$ cat config.mk
export PLATFORM = sky130hd
export DESIGN_NAME = lq_order_queue
export DESIGN_NICKNAME = d
export VERILOG_FILES = /design/src/rtl/lq_pkg.sv /design/src/rtl/lq_ring_ctrl.sv /design/src/rtl/lq_entry_store.sv /design/src/rtl/lq_order_check.sv /design/src/rtl/lq_order_queue.sv
export SDC_FILE = /design/constraint.sdc
export NUM_CORES = 1
export LEC_CHECK = 0
export BUFFER_PORTS_ARGS = -buffer_cell sky130_fd_sc_hd__buf_4
export CORE_MARGIN = 2
export CORE_UTILIZATION = 64
export CTS_CLUSTER_SIZE = 40
export DETAILED_ROUTE_END_ITERATION = 12
export PLACE_DENSITY = 0.83
export SLEW_MARGIN = 5
export SYNTH_ARGS = -nofsm -noshare
export SYNTH_HDL_FRONTEND = slang
export SYNTH_SLANG_ARGS = --single-unit
$ cat constraint.sdc
create_clock -name clk -period 14.6 [get_ports clk]
set_clock_uncertainty 0.05 [all_clocks]
set_input_delay 0.73 -clock clk [delete_from_list [all_inputs] [get_ports clk]]
set_output_delay 0.73 -clock clk [all_outputs]
set_load 0.01 [all_outputs]
$ cat src/rtl/lq_pkg.sv
package lq_pkg;
  // forward step around a ring of 'depth' slots
  function automatic int ring_fwd(int base, int off, int depth);
    int s;
    s = base + off;
    if (s >= depth) s = s - depth;
    return s;
  endfunction

  // backward step around a ring of 'depth' slots
  function automatic int ring_back(int base, int off, int depth);
    return (base >= off) ? base - off : base + depth - off;
  endfunction
endpackage

$ cat src/rtl/lq_ring_ctrl.sv
module lq_ring_ctrl
  import lq_pkg::*;
#(
  parameter int DEPTH = 8,
  parameter int SEQ_W = 16,
  localparam int IDX_W = $clog2(DEPTH),
  localparam int CNT_W = $clog2(DEPTH + 1)
) (
  input  logic                           clk,
  input  logic                           rst,
  input  logic                           alloc_req,
  input  logic                           commit_valid,
  input  logic [SEQ_W-1:0]               commit_seq,
  input  logic                           squash_valid,
  input  logic [SEQ_W-1:0]               squash_seq,
  input  logic [DEPTH-1:0][SEQ_W-1:0]    seqs,
  output logic [IDX_W-1:0]               head_o,
  output logic [IDX_W-1:0]               tail_o,
  output logic [CNT_W-1:0]               count_o,
  output logic [DEPTH-1:0]               live_o,
  output logic                           full_o,
  output logic                           alloc_fire_o
);
  logic [IDX_W-1:0] head_q, tail_q;
  logic [CNT_W-1:0] count_q;
  int pop_n, kill_n;

  always_comb begin
    full_o       = ring_fwd(int'(tail_q), 1, DEPTH) == int'(head_q);
    alloc_fire_o = alloc_req && !full_o && !squash_valid;
    for (int i = 0; i < DEPTH; i++)
      live_o[i] = ring_back(i, int'(head_q), DEPTH) < int'(count_q);
  end

  // retire run from the head
  always_comb begin
    logic go;
    pop_n = 0;
    go    = commit_valid && !squash_valid;
    for (int k = 0; k < DEPTH; k++) begin
      if (go && k < int'(count_q) &&
          seqs[IDX_W'(ring_fwd(int'(head_q), k, DEPTH))] <= commit_seq)
        pop_n = pop_n + 1;
      else
        go = 1'b0;
    end
  end

  // discard run from the tail
  always_comb begin
    logic go;
    kill_n = 0;
    go     = squash_valid;
    for (int k = 0; k < DEPTH; k++) begin
      if (go && k < int'(count_q) &&
          seqs[IDX_W'(ring_back(int'(tail_q), k + 1, DEPTH))] > squash_seq)
        kill_n = kill_n + 1;
      else
        go = 1'b0;
    end
  end

  always_ff @(posedge clk) begin
    if (rst) begin
      head_q  <= '0;
      tail_q  <= '0;
      count_q <= '0;
    end else begin
      head_q <= IDX_W'(ring_fwd(int'(head_q), pop_n, DEPTH));
      if (squash_valid)
        tail_q <= IDX_W'(ring_back(int'(tail_q), kill_n, DEPTH));
      else if (alloc_fire_o)
        tail_q <= IDX_W'(ring_fwd(int'(tail_q), 1, DEPTH));
      count_q <= CNT_W'(int'(count_q) - pop_n - kill_n + (alloc_fire_o ? 1 : 0));
    end
  end

  assign head_o  = head_q;
  assign tail_o  = tail_q;
  assign count_o = count_q;
endmodule

$ cat src/rtl/lq_entry_store.sv
module lq_entry_store #(
  parameter int DEPTH  = 8,
  parameter int SEQ_W  = 16,
  parameter int ADDR_W = 32,
  localparam int IDX_W = $clog2(DEPTH)
) (
  input  logic                         clk,
  input  logic                         rst,
  input  logic                         alloc_fire,
  input  logic [IDX_W-1:0]             alloc_idx,
  input  logic [SEQ_W-1:0]             alloc_seq,
  input  logic                         upd_valid,
  input  logic [IDX_W-1:0]             upd_idx,
  input  logic [ADDR_W-1:0]            upd_addr,
  input  logic [DEPTH-1:0]             live,
  output logic [DEPTH-1:0][SEQ_W-1:0]  seqs_o,
  output logic [DEPTH-1:0][ADDR_W-1:0] addrs_o,
  output logic [DEPTH-1:0]             addr_ok_o
);
  logic [SEQ_W-1:0]  seq_mem  [DEPTH];
  logic [ADDR_W-1:0] addr_mem [DEPTH];
  logic [DEPTH-1:0]  ok_q;
  logic              upd_hit;

  assign upd_hit = upd_valid && live[upd_idx];

  // payload arrays: single indexed write each, no reset
  always_ff @(posedge clk) begin
    if (alloc_fire) seq_mem[alloc_idx] <= alloc_seq;
    if (upd_hit)    addr_mem[upd_idx]  <= upd_addr;
  end

  // the tail slot is never live, so the two writes never collide
  always_ff @(posedge clk) begin
    if (rst) begin
      ok_q <= '0;
    end else begin
      if (upd_hit)    ok_q[upd_idx]   <= 1'b1;
      if (alloc_fire) ok_q[alloc_idx] <= 1'b0;
    end
  end

  for (genvar g = 0; g < DEPTH; g++) begin : g_out
    assign seqs_o[g]  = seq_mem[g];
    assign addrs_o[g] = addr_mem[g];
  end
  assign addr_ok_o = ok_q;
endmodule

$ cat src/rtl/lq_order_check.sv
module lq_order_check
  import lq_pkg::*;
#(
  parameter int DEPTH     = 8,
  parameter int ADDR_W    = 32,
  parameter int BLK_SHIFT = 8,
  localparam int IDX_W = $clog2(DEPTH)
) (
  input  logic [IDX_W-1:0]             st_idx,
  input  logic [ADDR_W-1:0]            st_addr,
  input  logic [IDX_W-1:0]             tail,
  input  logic [DEPTH-1:0]             live,
  input  logic [DEPTH-1:0]             addr_ok,
  input  logic [DEPTH-1:0][ADDR_W-1:0] addrs,
  output logic                         hit_o,
  output logic [IDX_W-1:0]             hit_idx_o
);
  logic [DEPTH-1:0] cand;

  for (genvar g = 0; g < DEPTH; g++) begin : g_cmp
    logic in_win;
    always_comb begin
      if (st_idx <= tail)
        in_win = (g >= int'(st_idx)) && (g < int'(tail));
      else
        in_win = (g >= int'(st_idx)) || (g < int'(tail));
    end
    assign cand[g] = in_win && live[g] && addr_ok[g] &&
                     (addrs[g][ADDR_W-1:BLK_SHIFT] == st_addr[ADDR_W-1:BLK_SHIFT]);
  end

  // oldest candidate, walking forward from the store's snapshot
  always_comb begin
    logic found;
    found     = 1'b0;
    hit_idx_o = '0;
    for (int k = 0; k < DEPTH; k++) begin
      int idx;
      idx = ring_fwd(int'(st_idx), k, DEPTH);
      if (!found && cand[IDX_W'(idx)]) begin
        found     = 1'b1;
        hit_idx_o = IDX_W'(idx);
      end
    end
    hit_o = found;
  end
endmodule

$ cat src/rtl/lq_order_queue.sv
module lq_order_queue #(
  parameter int DEPTH     = 8,
  parameter int SEQ_W     = 16,
  parameter int ADDR_W    = 32,
  parameter int SQ_IDX_W  = 3,
  parameter int BLK_SHIFT = 8,
  localparam int IDX_W = $clog2(DEPTH),
  localparam int CNT_W = $clog2(DEPTH + 1)
) (
  input  logic                clk,
  input  logic                rst,
  input  logic                alloc_valid,
  input  logic [SEQ_W-1:0]    alloc_seq,
  input  logic                alloc_sq_empty,
  input  logic [SQ_IDX_W-1:0] alloc_sq_tail,
  output logic                alloc_ready,
  output logic [IDX_W-1:0]    alloc_lq_idx,
  output logic [SQ_IDX_W:0]   alloc_sq_tag,
  input  logic                addr_valid,
  input  logic [IDX_W-1:0]    addr_idx,
  input  logic [ADDR_W-1:0]   addr_value,
  input  logic                st_valid,
  input  logic [IDX_W-1:0]    st_lq_idx,
  input  logic [ADDR_W-1:0]   st_addr,
  input  logic                commit_valid,
  input  logic [SEQ_W-1:0]    commit_seq,
  input  logic                squash_valid,
  input  logic [SEQ_W-1:0]    squash_seq,
  input  logic                viol_read,
  output logic                viol_fault,
  output logic                viol_valid,
  output logic [IDX_W-1:0]    viol_lq_idx,
  output logic [SEQ_W-1:0]    viol_seq,
  output logic [CNT_W-1:0]    occupancy
);
  logic [IDX_W-1:0]             head, tail;
  logic [DEPTH-1:0]             live, addr_ok;
  logic                         full, alloc_fire, hit;
  logic [IDX_W-1:0]             hit_idx;
  logic [DEPTH-1:0][SEQ_W-1:0]  seqs;
  logic [DEPTH-1:0][ADDR_W-1:0] addrs;

  lq_ring_ctrl #(.DEPTH(DEPTH), .SEQ_W(SEQ_W)) u_ring (
    .clk(clk), .rst(rst), .alloc_req(alloc_valid),
    .commit_valid(commit_valid), .commit_seq(commit_seq),
    .squash_valid(squash_valid), .squash_seq(squash_seq), .seqs(seqs),
    .head_o(head), .tail_o(tail), .count_o(occupancy), .live_o(live),
    .full_o(full), .alloc_fire_o(alloc_fire)
  );

  lq_entry_store #(.DEPTH(DEPTH), .SEQ_W(SEQ_W), .ADDR_W(ADDR_W)) u_store (
    .clk(clk), .rst(rst), .alloc_fire(alloc_fire), .alloc_idx(tail),
    .alloc_seq(alloc_seq), .upd_valid(addr_valid), .upd_idx(addr_idx),
    .upd_addr(addr_value), .live(live), .seqs_o(seqs), .addrs_o(addrs),
    .addr_ok_o(addr_ok)
  );

  lq_order_check #(.DEPTH(DEPTH), .ADDR_W(ADDR_W), .BLK_SHIFT(BLK_SHIFT)) u_chk_logic (
    .st_idx(st_lq_idx), .st_addr(st_addr), .tail(tail), .live(live),
    .addr_ok(addr_ok), .addrs(addrs), .hit_o(hit), .hit_idx_o(hit_idx)
  );

  // violator latch: one check per cycle, skipped while unread
  always_ff @(posedge clk) begin
    if (rst) begin
      viol_fault  <= 1'b0;
      viol_valid  <= 1'b0;
      viol_lq_idx <= '0;
      viol_seq    <= '0;
    end else begin
      viol_fault <= 1'b0;
      if (st_valid && !viol_valid) begin
        if (hit) begin
          viol_fault  <= 1'b1;
          viol_valid  <= 1'b1;
          viol_lq_idx <= hit_idx;
          viol_seq    <= seqs[hit_idx];
        end else begin
          viol_lq_idx <= '0;
          viol_seq    <= '0;
        end
      end else if (viol_read && viol_valid) begin
        viol_valid <= 1'b0;
      end
    end
  end

  assign alloc_ready  = !full && !squash_valid;
  assign alloc_lq_idx = tail;
  assign alloc_sq_tag = alloc_sq_empty ? '1 : {1'b0, alloc_sq_tail};

  logic unused_head;
  assign unused_head = ^head;
endmodule


# Yosys cells after proc, flatten, opt, wreduce, memory -nomap -nowiden
# Memories as Yosys holds them, arrays and structs flattened.
# Cells that the tools add are included.
[totals] regBits=39 mem_bits_rw=384 output_inout_bits=33 elab_cells=501 n_memories=2
[op_classes] add_sub_neg=84 order_cmp=109 eq_ne=10 muxes=184 bitwise_logic=4 n_reduce_logical=100
[memory_table] name="u_store.addr_mem" depth=8 width=32 rd=8 rd_ports_with_merged_regs=0 write_ports=1 line="lq_entry_store.sv:21" text="logic [ADDR_W-1:0] addr_mem [DEPTH];"
[memory_table] name="u_store.seq_mem" depth=8 width=16 rd=8 rd_ports_with_merged_regs=0 write_ports=1 line="lq_entry_store.sv:20" text="logic [SEQ_W-1:0] seq_mem [DEPTH];"
[ops] op="16-bit binary-select mux with 3-bit select" n=17
[ops] op="32-bit two-way mux" n=22
[ops] op="16-bit two-way mux" n=34
[ops] op="32-bit by 2-bit adder with 32-bit output, second input constant" n=12
[ops] op="32-bit by 5-bit < comparator with 1-bit output" n=8
[ops] op="24-bit == test" n=8
[ops] op="16-bit > comparator" n=8
[ops] op="16-bit <= comparator" n=8
[ops] op="3-bit by 5-bit < comparator with 1-bit output, second input constant" n=24
[ops] op="3-bit two-way mux" n=36
[ops] op="1-bit logical AND" n=79
[ops] op="4-bit >= comparator, second input constant" n=15
[ops] op="1-bit two-way mux" n=60
[ops] op="3-bit by 1-bit subtractor with 3-bit output, second input constant" n=20
[ops] op="4-bit by 3-bit subtractor with 5-bit output, first input constant" n=7
[ops] op="3-bit by 3-bit adder with 4-bit output, second input constant" n=8
[ops] op="4-bit by 32-bit adder with 32-bit output" n=1
[ops] op="32-bit by 4-bit == test with 1-bit output" n=1
[ops] op="32-bit by 5-bit >= comparator with 1-bit output, second input constant" n=1
[ops] op="4-bit by 32-bit >= comparator with 1-bit output" n=1
[ops] op="1-bit binary-select mux with 3-bit select" n=9
[ops] op="8-bit two-way mux" n=3
[ops] op="3-bit subtractor, second input constant" n=8
[ops] op="3-bit >= comparator, first input constant" n=6
[ops] op="38 further kinds" n=95

# Longest topological paths before layout
# Gate-level depths: netlist (run 1).
[depth] word_depth=34 ltp_mapped=52 mapped_depth_nobuf=47

# Hierarchy
# From an unflattened synthesis (run 1), not the netlist that was laid out.
[hier_totals] hier_cells=2784 hier_area_um2=35041.1
[by_module_without_submodules] module="lq_ring_ctrl" n_inst=1 cells_per_inst=1690 area_per_inst_um2=17410.4 seq_area_each_um2=200.2
[by_module_without_submodules] module="lq_entry_store" n_inst=1 cells_per_inst=437 area_per_inst_um2=11986.5 seq_area_each_um2=11691.2
[by_module_without_submodules] module="lq_order_check" n_inst=1 cells_per_inst=484 area_per_inst_um2=3854.9 seq_area_each_um2=0.0
[by_module_without_submodules] module="lq_order_queue" n_inst=1 cells_per_inst=173 area_per_inst_um2=1789.2 seq_area_each_um2=420.4

# Worst setup path after synthesis (run 1)
# OpenSTA, ideal clock, no wires.
[synth_timing] path_type="register to register" startpoint="register u_ring.head_q[0] (netlist: u_ring.head_o[0])" endpoint="register u_ring.count_q[3] (netlist: u_ring.count_o[3])" setup_ns=0.128 arrival_ns=10.968 setup_slack_ns=3.455 stages_incl_launch_ff=49 period_less_slack_ns=11.145 path_cell_list="dfxtp_1 > buf_2 > buf_1 > buf_1 > inv_1 > ha_1 > clkbuf_1 > clkbuf_1 > clkbuf_1 > mux4_2 > ha_1 > nand4_1 > or2_2 > or3_1 > nor2b_1 > a221oi_1 > and2_1 > ha_1 > [... 13 more ...] > o21ai_0 > ha_1 > mux2_2 > ha_1 > mux2_2 > ha_1 > inv_1 > fa_1 > ha_1 > inv_1 > fa_1 > xnor2_1 > xnor2_1 > xnor2_1 > xnor2_1 > xnor2_1 > xnor2_1 > nor2_1"
[synth_via] elab_chain_cells=32 word_cells_on_any_way=108
[synth_lines] item="start, declared" line="lq_ring_ctrl.sv:24" text="logic [IDX_W-1:0] head_q, tail_q;"
[synth_lines] item="start signal, assigned" line="lq_ring_ctrl.sv:69" text="head_q <= IDX_W'(ring_fwd(int'(head_q), pop_n, DEPTH));"
[synth_lines] item="branches (longest 31 deep; another with 32-bit by 2-bit adder with 32-bit output)"
[synth_lines] item="4-bit adder (*)" line="lq_ring_ctrl.sv:74" text="count_q <= CNT_W'(int'(count_q) - pop_n - kill_n + (alloc_fire_o ? 1 : 0));"
[synth_lines] item="end signal, assigned" line="lq_ring_ctrl.sv:74"
[synth_lines] item="end, declared" line="lq_ring_ctrl.sv:25" text="logic [CNT_W-1:0] count_q;"
# Mark *: on every way between the ends. The select of a mux whose other input is x is not followed.
# A chain may end at the register's enable or synchronous reset.

# Final worst setup path (run 1)
[layout_timing] startpoint="register u_ring.tail_q[0] (netlist: u_ring.tail_o[0])" endpoint="register u_ring.count_q[3] (netlist: u_ring.count_o[3])"
[layout_via] elab_chain_cells=32 word_cells_on_any_way=110
[layout_lines] item="start, declared" line="lq_ring_ctrl.sv:24"
[layout_lines] item="start signal, assigned" line="lq_ring_ctrl.sv:71" text="tail_q <= IDX_W'(ring_back(int'(tail_q), kill_n, DEPTH));"
[layout_lines] item="start signal, assigned" line="lq_ring_ctrl.sv:73" text="tail_q <= IDX_W'(ring_fwd(int'(tail_q), 1, DEPTH));"
[layout_lines] item="branches (longest 31 deep; another with 32-bit by 2-bit adder with 32-bit output)"
[layout_lines] item="4-bit adder (*)" line="lq_ring_ctrl.sv:74"
# Marks and branches as above.

==> results of run 1 <==
==> critical path, delay by kind of cell (launching register included) <==
| kind | cells | cell delay (ns) |
|---|---|---|
| xor gates and xnor gates | 8 | 1.69 |
| muxes | 4 | 1.29 |
| buffers and inverters | 5 | 0.59 |
| DFF | 1 | 0.88 |
| AOI/OAI and AO/OA | 6 | 1.39 |
| and+or+nand+nor | 10 | 2.11 |
| adders and majority gates | 10 | 3.89 |
==> layer usage <==
layer | up-vias | global-route usage, %
met2 | 2447 | 65.3
met5 | - | 0
met1 | 13800 | 49.9
met4 | 0 | 32.5
met3 | 542 | 10.9
li1 | 11900 | -
==> flip-flops by register name (all words and copies together) (netlist names) <==
name / cells
viol_lq_idx: 3
u_store.addr_mem: 192
viol_valid: 1
u_store.addr_ok_o: 8
viol_seq: 16
u_ring.tail_o: 3
u_ring.head_o: 3
viol_fault: 1
u_ring.count_o: 4
u_store.seq_mem: 128
==> power groups by stage <==
| stage | logic, mW | clock network [mW] | registers, mW |
|---|---|---|---|
| final | 3.33 | 0.963 | 1.29 |
| after global placement | 3.07 | 0 | 1.30 |
| after CTS | 3.24 | 0.961 | 1.28 |
| after detailed placement | 3.22 | 0 | 1.30 |
| after global routing | 3.60 | 1.00 | 1.29 |
| after floorplan | 2.45 | 0 | 1.24 |
==> synth_stat cells, types with 13 or more instances <==
library cell	count	share of area [%]
inv_1	93	1.0
or4_1	13	0.29
or2_2	13	0.24
nand2_1	454	5.0
edfxtp_1	320	28
nor4_1	38	0.70
nand3_1	50	0.74
buf_2	23	0.34
nand2b_1	22	0.41
o21a_1	44	0.98
o21ai_0	66	0.98
ha_1	335	12
mux4_2	264	18
and3_1	13	0.24
mux2_2	138	4.6
nor2_1	102	1.1
nand4_1	96	1.8
nor3_1	43	0.64
buf_1	36	0.40
clkbuf_1	94	1.0
xnor2_1	145	3.8
a21oi_1	87	1.3
xor2_1	85	2.2
a21o_1	82	1.8
and2_1	14	0.26
a211oi_1	16	0.36
dfxtp_1	39	2.3
nor2b_1	40	0.74
mux2i_1	69	2.0
==> path summary, 6_finish.rpt <==
| path | depth (start not counted) | startpoint | slack [ns] | endpoint |
|---|---|---|---|---|
| worst max-delay path | 43 | u_ring.tail_o[0]$_SDFFE_PP0P_ | 2.50 | u_ring.count_o[3]$_SDFF_PP0_ |
| worst min-delay path | 1 | alloc_seq[0] | 0.33 | u_store.seq_mem[0][0]$_DFFE_PP_ |
| worst max register to register | 43 | u_ring.tail_o[0]$_SDFFE_PP0P_ | 2.50 | u_ring.count_o[3]$_SDFF_PP0_ |
| worst min register to register | 2 | viol_seq[11]$_SDFFE_PP0P_ | 0.40 | viol_seq[11]$_SDFFE_PP0P_ |
==> through the flow <==
step	cell area (um2)	std cells	setup WS [ns]	hold slack [ns]
after floorplan	33800	3070	3.45	0.416
after global placement	35400	3771	3.04	0.388
after detailed placement	35400	3771	2.80	0.391
after CTS	36600	3840	2.80	0.325
after global routing	36600	3844	1.77	0.338
final	36600	3844	2.50	0.335
==> cell families after synthesis <==
group	Yosys count	synth area share (%)
muxes	472	24.3
DFF	359	30.7
and+or+nand+nor	936	13.2
xor gates and xnor gates	231	6.01
adders and majority gates	342	12.8
AOI/OAI and AO/OA	460	9.63
buffers and inverters	270	3.44
==> cell type report <==
cell class                 instances  area share [%]
tap                              688            2.35
multi-input combinational       2441            61.1
clock buffer                      44            2.72
inverter                          98            1.01
antenna                            4          0.0274
sequential                       359            28.4
timing repair buffer             185            3.80
clock inverter                    25           0.602
==> results.txt, run 1 <==
clk_lat worst skew: 0.58 ns
DR iter-0 viols: 3997
top_reg_cell synth: edfxtp_1
CP required: 15.01 ns
clk slew on worst S/H paths: 0.07 ns
TritonCTS Buffers: 38
grt ovf: 0
worst-path fanout max: 66
Worst setup SP type: flip-flop
pwr/cell area: 153 nW/um2
# DRC: 0
hold buffers post-CTS: 0
via count: 28700
clock network power share: 17.2%
Yosys cell types: 96
Syn Nets: 3541
die width: 234 um
synthesized instance count: 3070
setup_tns: 0 ns
sequential power share: 23.1%
Via density: 7.48
ANT nets after route: 0
share of layout cells above drive strength 1: 22.3%
Slew @ Worst Pin: 1.35 ns
CTS tree: built
die area: 54700 um2
met3 wire len: 15.6 mm
outcome: finished clean
routed wl met2: 52.0 mm
commonest non-fill, non-tap cell in the layout: nand2_1
Sw Ratio: 42.4%
Max clock buf depth: 3
area of the multi-input gates: 22300 um2
NetSw: 2.37 mW
fmax: 0.0826 GHz
count of flip-flops with a built-in enable after synthesis: 320
post-CTS setup buffer count: 0
Crit path largest cell delay: 1.06 ns
final setup vio count: 0
FF/Latch Area: 10400 um2
largest net degree at the start of global routing: 67
routed len/inst: 30.0 um
antenna violations before repair: 5
Max Slew Vio Count: 0
RSZ-0062 raised after global routing: false
flops & latches, synth: 359
layout net count: 3594
first-pass GRT wire length: 170 mm
LEAKAGE: 14.1 nW
Mean Syn Cell Area: 11.0 um2
Hold Vio Cnt, Final: 0
final RePlAce weighted congestion: 1.11
Combinational Power Share: 59.7%
worst setup path category: flip-flop to flip-flop
number of global-route vias before repair: 28200
MaxCap Viol Count: 0
I/O Pins: 163
WL final: 115 mm
maximum VDD drop: 0.135 mV
Final Total Pwr: 5.59 mW
most frequent cells in the layout: nand2_1 (454), ha_1 (333), edfxtp_1 (320), mux4_2 (264), buf_4 (185)
Initial Util: 64.5%
cts repair resizes: 0
Cell Rows: 84
internal power: 3.22 mW
die height: 234 um
H-tree depth: 2
Critical Path End Type: flip-flop
Initial DRT Pass Iterations: 8
CTS Sinks: 359
root buffer cell: clkbuf_16
Slowest cell on crit path: ha_4
Port Buf Inserts: 146
minimum clock period: 12.10 ns
synthesized area: 33800 um2
HPWL after DPL: 86.8 mm
Final Util: 69.8%
CP arrival: 12.51 ns
M1 wire length: 37.2 mm
gr usage total: 42.0%
worst min path class: input port to flip-flop
core footprint: 52400 um2
Ys Warns: 0
fillers: 3622
Seq/Total Area, Yosys: 30.7%
Final period util: 82.9%
fraction of registers with async set or reset after synthesis: 0%
Layout area overhead: 8.21%
Slew headroom: 9.56%
highest metal used: met4
Note: power is estimated with default switching activity, not from simulation.
==> run 2: changes to the inputs <==
==> constraint.sdc (replaced) <==
create_clock -name clk -period 12.6 [get_ports clk]
set_clock_uncertainty 0.05 [all_clocks]
set_input_delay 0.63 -clock clk [delete_from_list [all_inputs] [get_ports clk]]
set_output_delay 0.63 -clock clk [all_outputs]
set_load 0.01 [all_outputs]
==> run 2 against run 1 <==
Cell area up 0.64%; worst hold slack worse by 0.13 ns; first-iteration DRC count up 17%; clock power increased by 24%; sequential share of layout area decreased by 0.18 points; global-route usage grew 3.2 points; core utilization up 0.45 points; combinational power up 22%; fmax up 2.8%; sequential power increased by 16%; critical endpoint unchanged; highest routed layer is now met5.
==> results.txt, run 2 (synthesis results as in run 1) <==
most frequent cells in the layout: nand2_1 (454), ha_1 (333), edfxtp_1 (320), mux4_2 (264), buf_4 (197) (was nand2_1 (454), ha_1 (333), edfxtp_1 (320), mux4_2 (264), buf_4 (185))
most flop-heavy register: u_store.addr_mem (unchanged)
setup_tns: 0 ns (unchanged)
HPWL after DPL: 89.2 mm (was 86.8 mm)
CP arrival: 12.22 ns (was 12.51 ns)
worst setup path category: flip-flop to flip-flop (unchanged)
Placed Cells incl. Taps: 3784 (was 3771)
worst min-delay path startpoint: alloc_seq[11] (was alloc_seq[0])
Cell Count, Final, Fillers Out: 3862 (was 3844)
share of layout cells above drive strength 1: 22.5% (was 22.3%)
routed len/inst: 31.7 um (was 30.0 um)
Initial DRT Pass Iterations: 9 (was 8)
pwr/cell area: 184 nW/um2 (was 153 nW/um2)
worst-path fanout max: 36 (was 66)
setup ws final: 0.829 ns (was 2.50 ns)
maximum VDD drop: 0.151 mV (was 0.135 mV)
CTS tree: built (unchanged)
worst hold stages: 1 (unchanged)
crit path launch: u_ring.tail_o[0]$_SDFFE_PP0P_ (unchanged)
Layout area overhead: 8.90% (was 8.21%)
antenna violations before repair: 13 (was 5)
die area: 54700 um2 (unchanged)
outcome: finished clean (unchanged)
via count: 28900 (was 28700)
# DRC: 0 (unchanged)
Slew headroom: 6.40% (was 9.56%)
WL final: 122 mm (was 115 mm)
worst reg2reg path startpoint: u_ring.tail_o[0]$_SDFFE_PP0P_ (unchanged)
Most Frequent Cell on Critical Path: ha_1
die width: 234 um (unchanged)
gr usage total: 45.2% (was 42.0%)
core footprint: 52400 um2 (unchanged)
number of global-route vias before repair: 28000 (was 28200)
TritonCTS Buffers: 38 (unchanged)
minimum clock period: 11.77 ns (was 12.10 ns)
Slowest cell on crit path: xnor2_2 (was ha_4)
CP required: 13.05 ns (was 15.01 ns)
Crit path largest cell delay: 0.93 ns (was 1.06 ns)
Max Slew Vio Count: 0 (unchanged)
fillers: 3530 (was 3622)
grt ovf: 0 (unchanged)
R2R depth: 47 (was 43)
RSZ-0062 raised after global routing: false (unchanged)
worst min path class: input port to flip-flop (unchanged)
die height: 234 um (unchanged)
largest net degree at the start of global routing: 66 (was 67)
Final period util: 93.4% (was 82.9%)
DR iter-0 viols: 4680 (was 3997)
hold buffers post-CTS: 0 (unchanged)
final RePlAce weighted congestion: 1.20 (was 1.11)
max reg flops: 192 (unchanged)
Cell Rows: 84 (unchanged)
layout net count: 3608 (was 3594)
CTS Sinks: 359 (unchanged)
ANT nets after route: 0 (unchanged)
Post-Place Worst Slack: 1.03 ns (was 2.80 ns)
I/O Pins: 163 (unchanged)
commonest non-fill, non-tap cell in the layout: nand2_1 (unchanged)
H-tree depth: 2 (unchanged)
LEAKAGE: 14.2 nW (was 14.1 nW)
clk_lat worst skew: 0.62 ns (was 0.58 ns)
final setup vio count: 0 (unchanged)
fmax: 0.0850 GHz (was 0.0826 GHz)
Via density: 7.49 (was 7.48)
Slew @ Worst Pin: 1.40 ns (was 1.35 ns)
Worst setup SP type: flip-flop (unchanged)
Initial Util: 64.5% (unchanged)
registers with the most flip-flops: u_store.addr_mem (192), u_store.seq_mem (128), viol_seq (16) (unchanged)
Max clock buf depth: 3 (unchanged)
MaxCap Viol Count: 0 (unchanged)
first-pass GRT wire length: 180 mm (was 170 mm)
Hold Vio Cnt, Final: 0 (unchanged)
Port Buf Inserts: 146 (unchanged)
root buffer cell: clkbuf_16 (unchanged)
clk slew on worst S/H paths: 0.07 ns (about the same)
Critical Path End Type: flip-flop (unchanged)
-- run 2: cell types whose count changed in the layout (fill, tap and decap cells not counted), sizes merged --
cell      change
buf          +14
bufinv        +3
clkbuf        +8
clkinv        -5
clkinvlp      -3
diode         +4
inv           -3
-- run 2: per-layer routing --
| metal | GRT usage, % | part of all wire (%) | up-vias |
|---|---|---|---|
| met2 | 66.3 | 43 | 2533 |
| met5 | 0.714 | 0.092 | - |
| li1 | - | - | 12000 |
| met4 | 36.2 | 10 | 10 |
| met1 | 52.4 | 31 | 13700 |
| met3 | 18.2 | 16 | 706 |
-- run 2: critical path: cells and delay by family, from the launching register on --
| kind | cells | cell delay [ns] |
|---|---|---|
| XOR/XNOR | 10 | 2.99 |
| AND/OR/NAND/NOR | 10 | 0.96 |
| flip-flops | 1 | 0.73 |
| adder cells (fa/ha/maj) | 11 | 3.70 |
| AO/OA/AOI/OAI | 8 | 2.00 |
| buffers and inverters | 6 | 0.70 |
| multiplexers | 2 | 0.51 |
-- run 2: metrics by stage --
stage	utilization (%)	instance area, um2	power [mW]	hold slack, ns
final	70.2	36800	6.76	0.207
after global routing	70.2	36800	7.06	0.210
after CTS	70.1	36800	6.55	0.214
after detailed placement	67.6	35500	5.36	0.393
after global placement	67.6	35500	5.18	0.390
after floorplan	-	33800	4.28	0.416
-- run 2: layout make-up --
type | instances | area (um2) | share of cell area [%]
well taps | 688 | 861 | 2.34
multi-input cells | 2441 | 22300 | 60.7
clock buffers | 52 | 1030 | 2.81
repair buffers | 199 | 1520 | 4.13
inverters | 98 | 368 | 0.999
diodes | 8 | 20.0 | 0.0544
flip-flops and latches | 359 | 10400 | 28.2
clock inverters | 17 | 269 | 0.731
-- run 2: power breakdown --
part | switching (mW) | internal [mW] | total, mW
clock | 0.515 | 0.672 | 1.19
combinational | 2.28 | 1.79 | 4.07
sequential | 0.133 | 1.37 | 1.50
-- run 2: what timing repair did --
action	4_1_cts	5_1_grt
endpoints found under the setup margin	0	1
buffers inserted	0	1
resized for setup	0	1
-- run 2: final timing paths --
path	slack, ns	end
max	0.83	u_ring.count_o[3]$_SDFF_PP0_
min	0.21	u_store.seq_mem[5][11]$_DFFE_PP_
max reg2reg	0.83	u_ring.count_o[3]$_SDFF_PP0_
min reg2reg	0.40	viol_seq[11]$_SDFFE_PP0P_
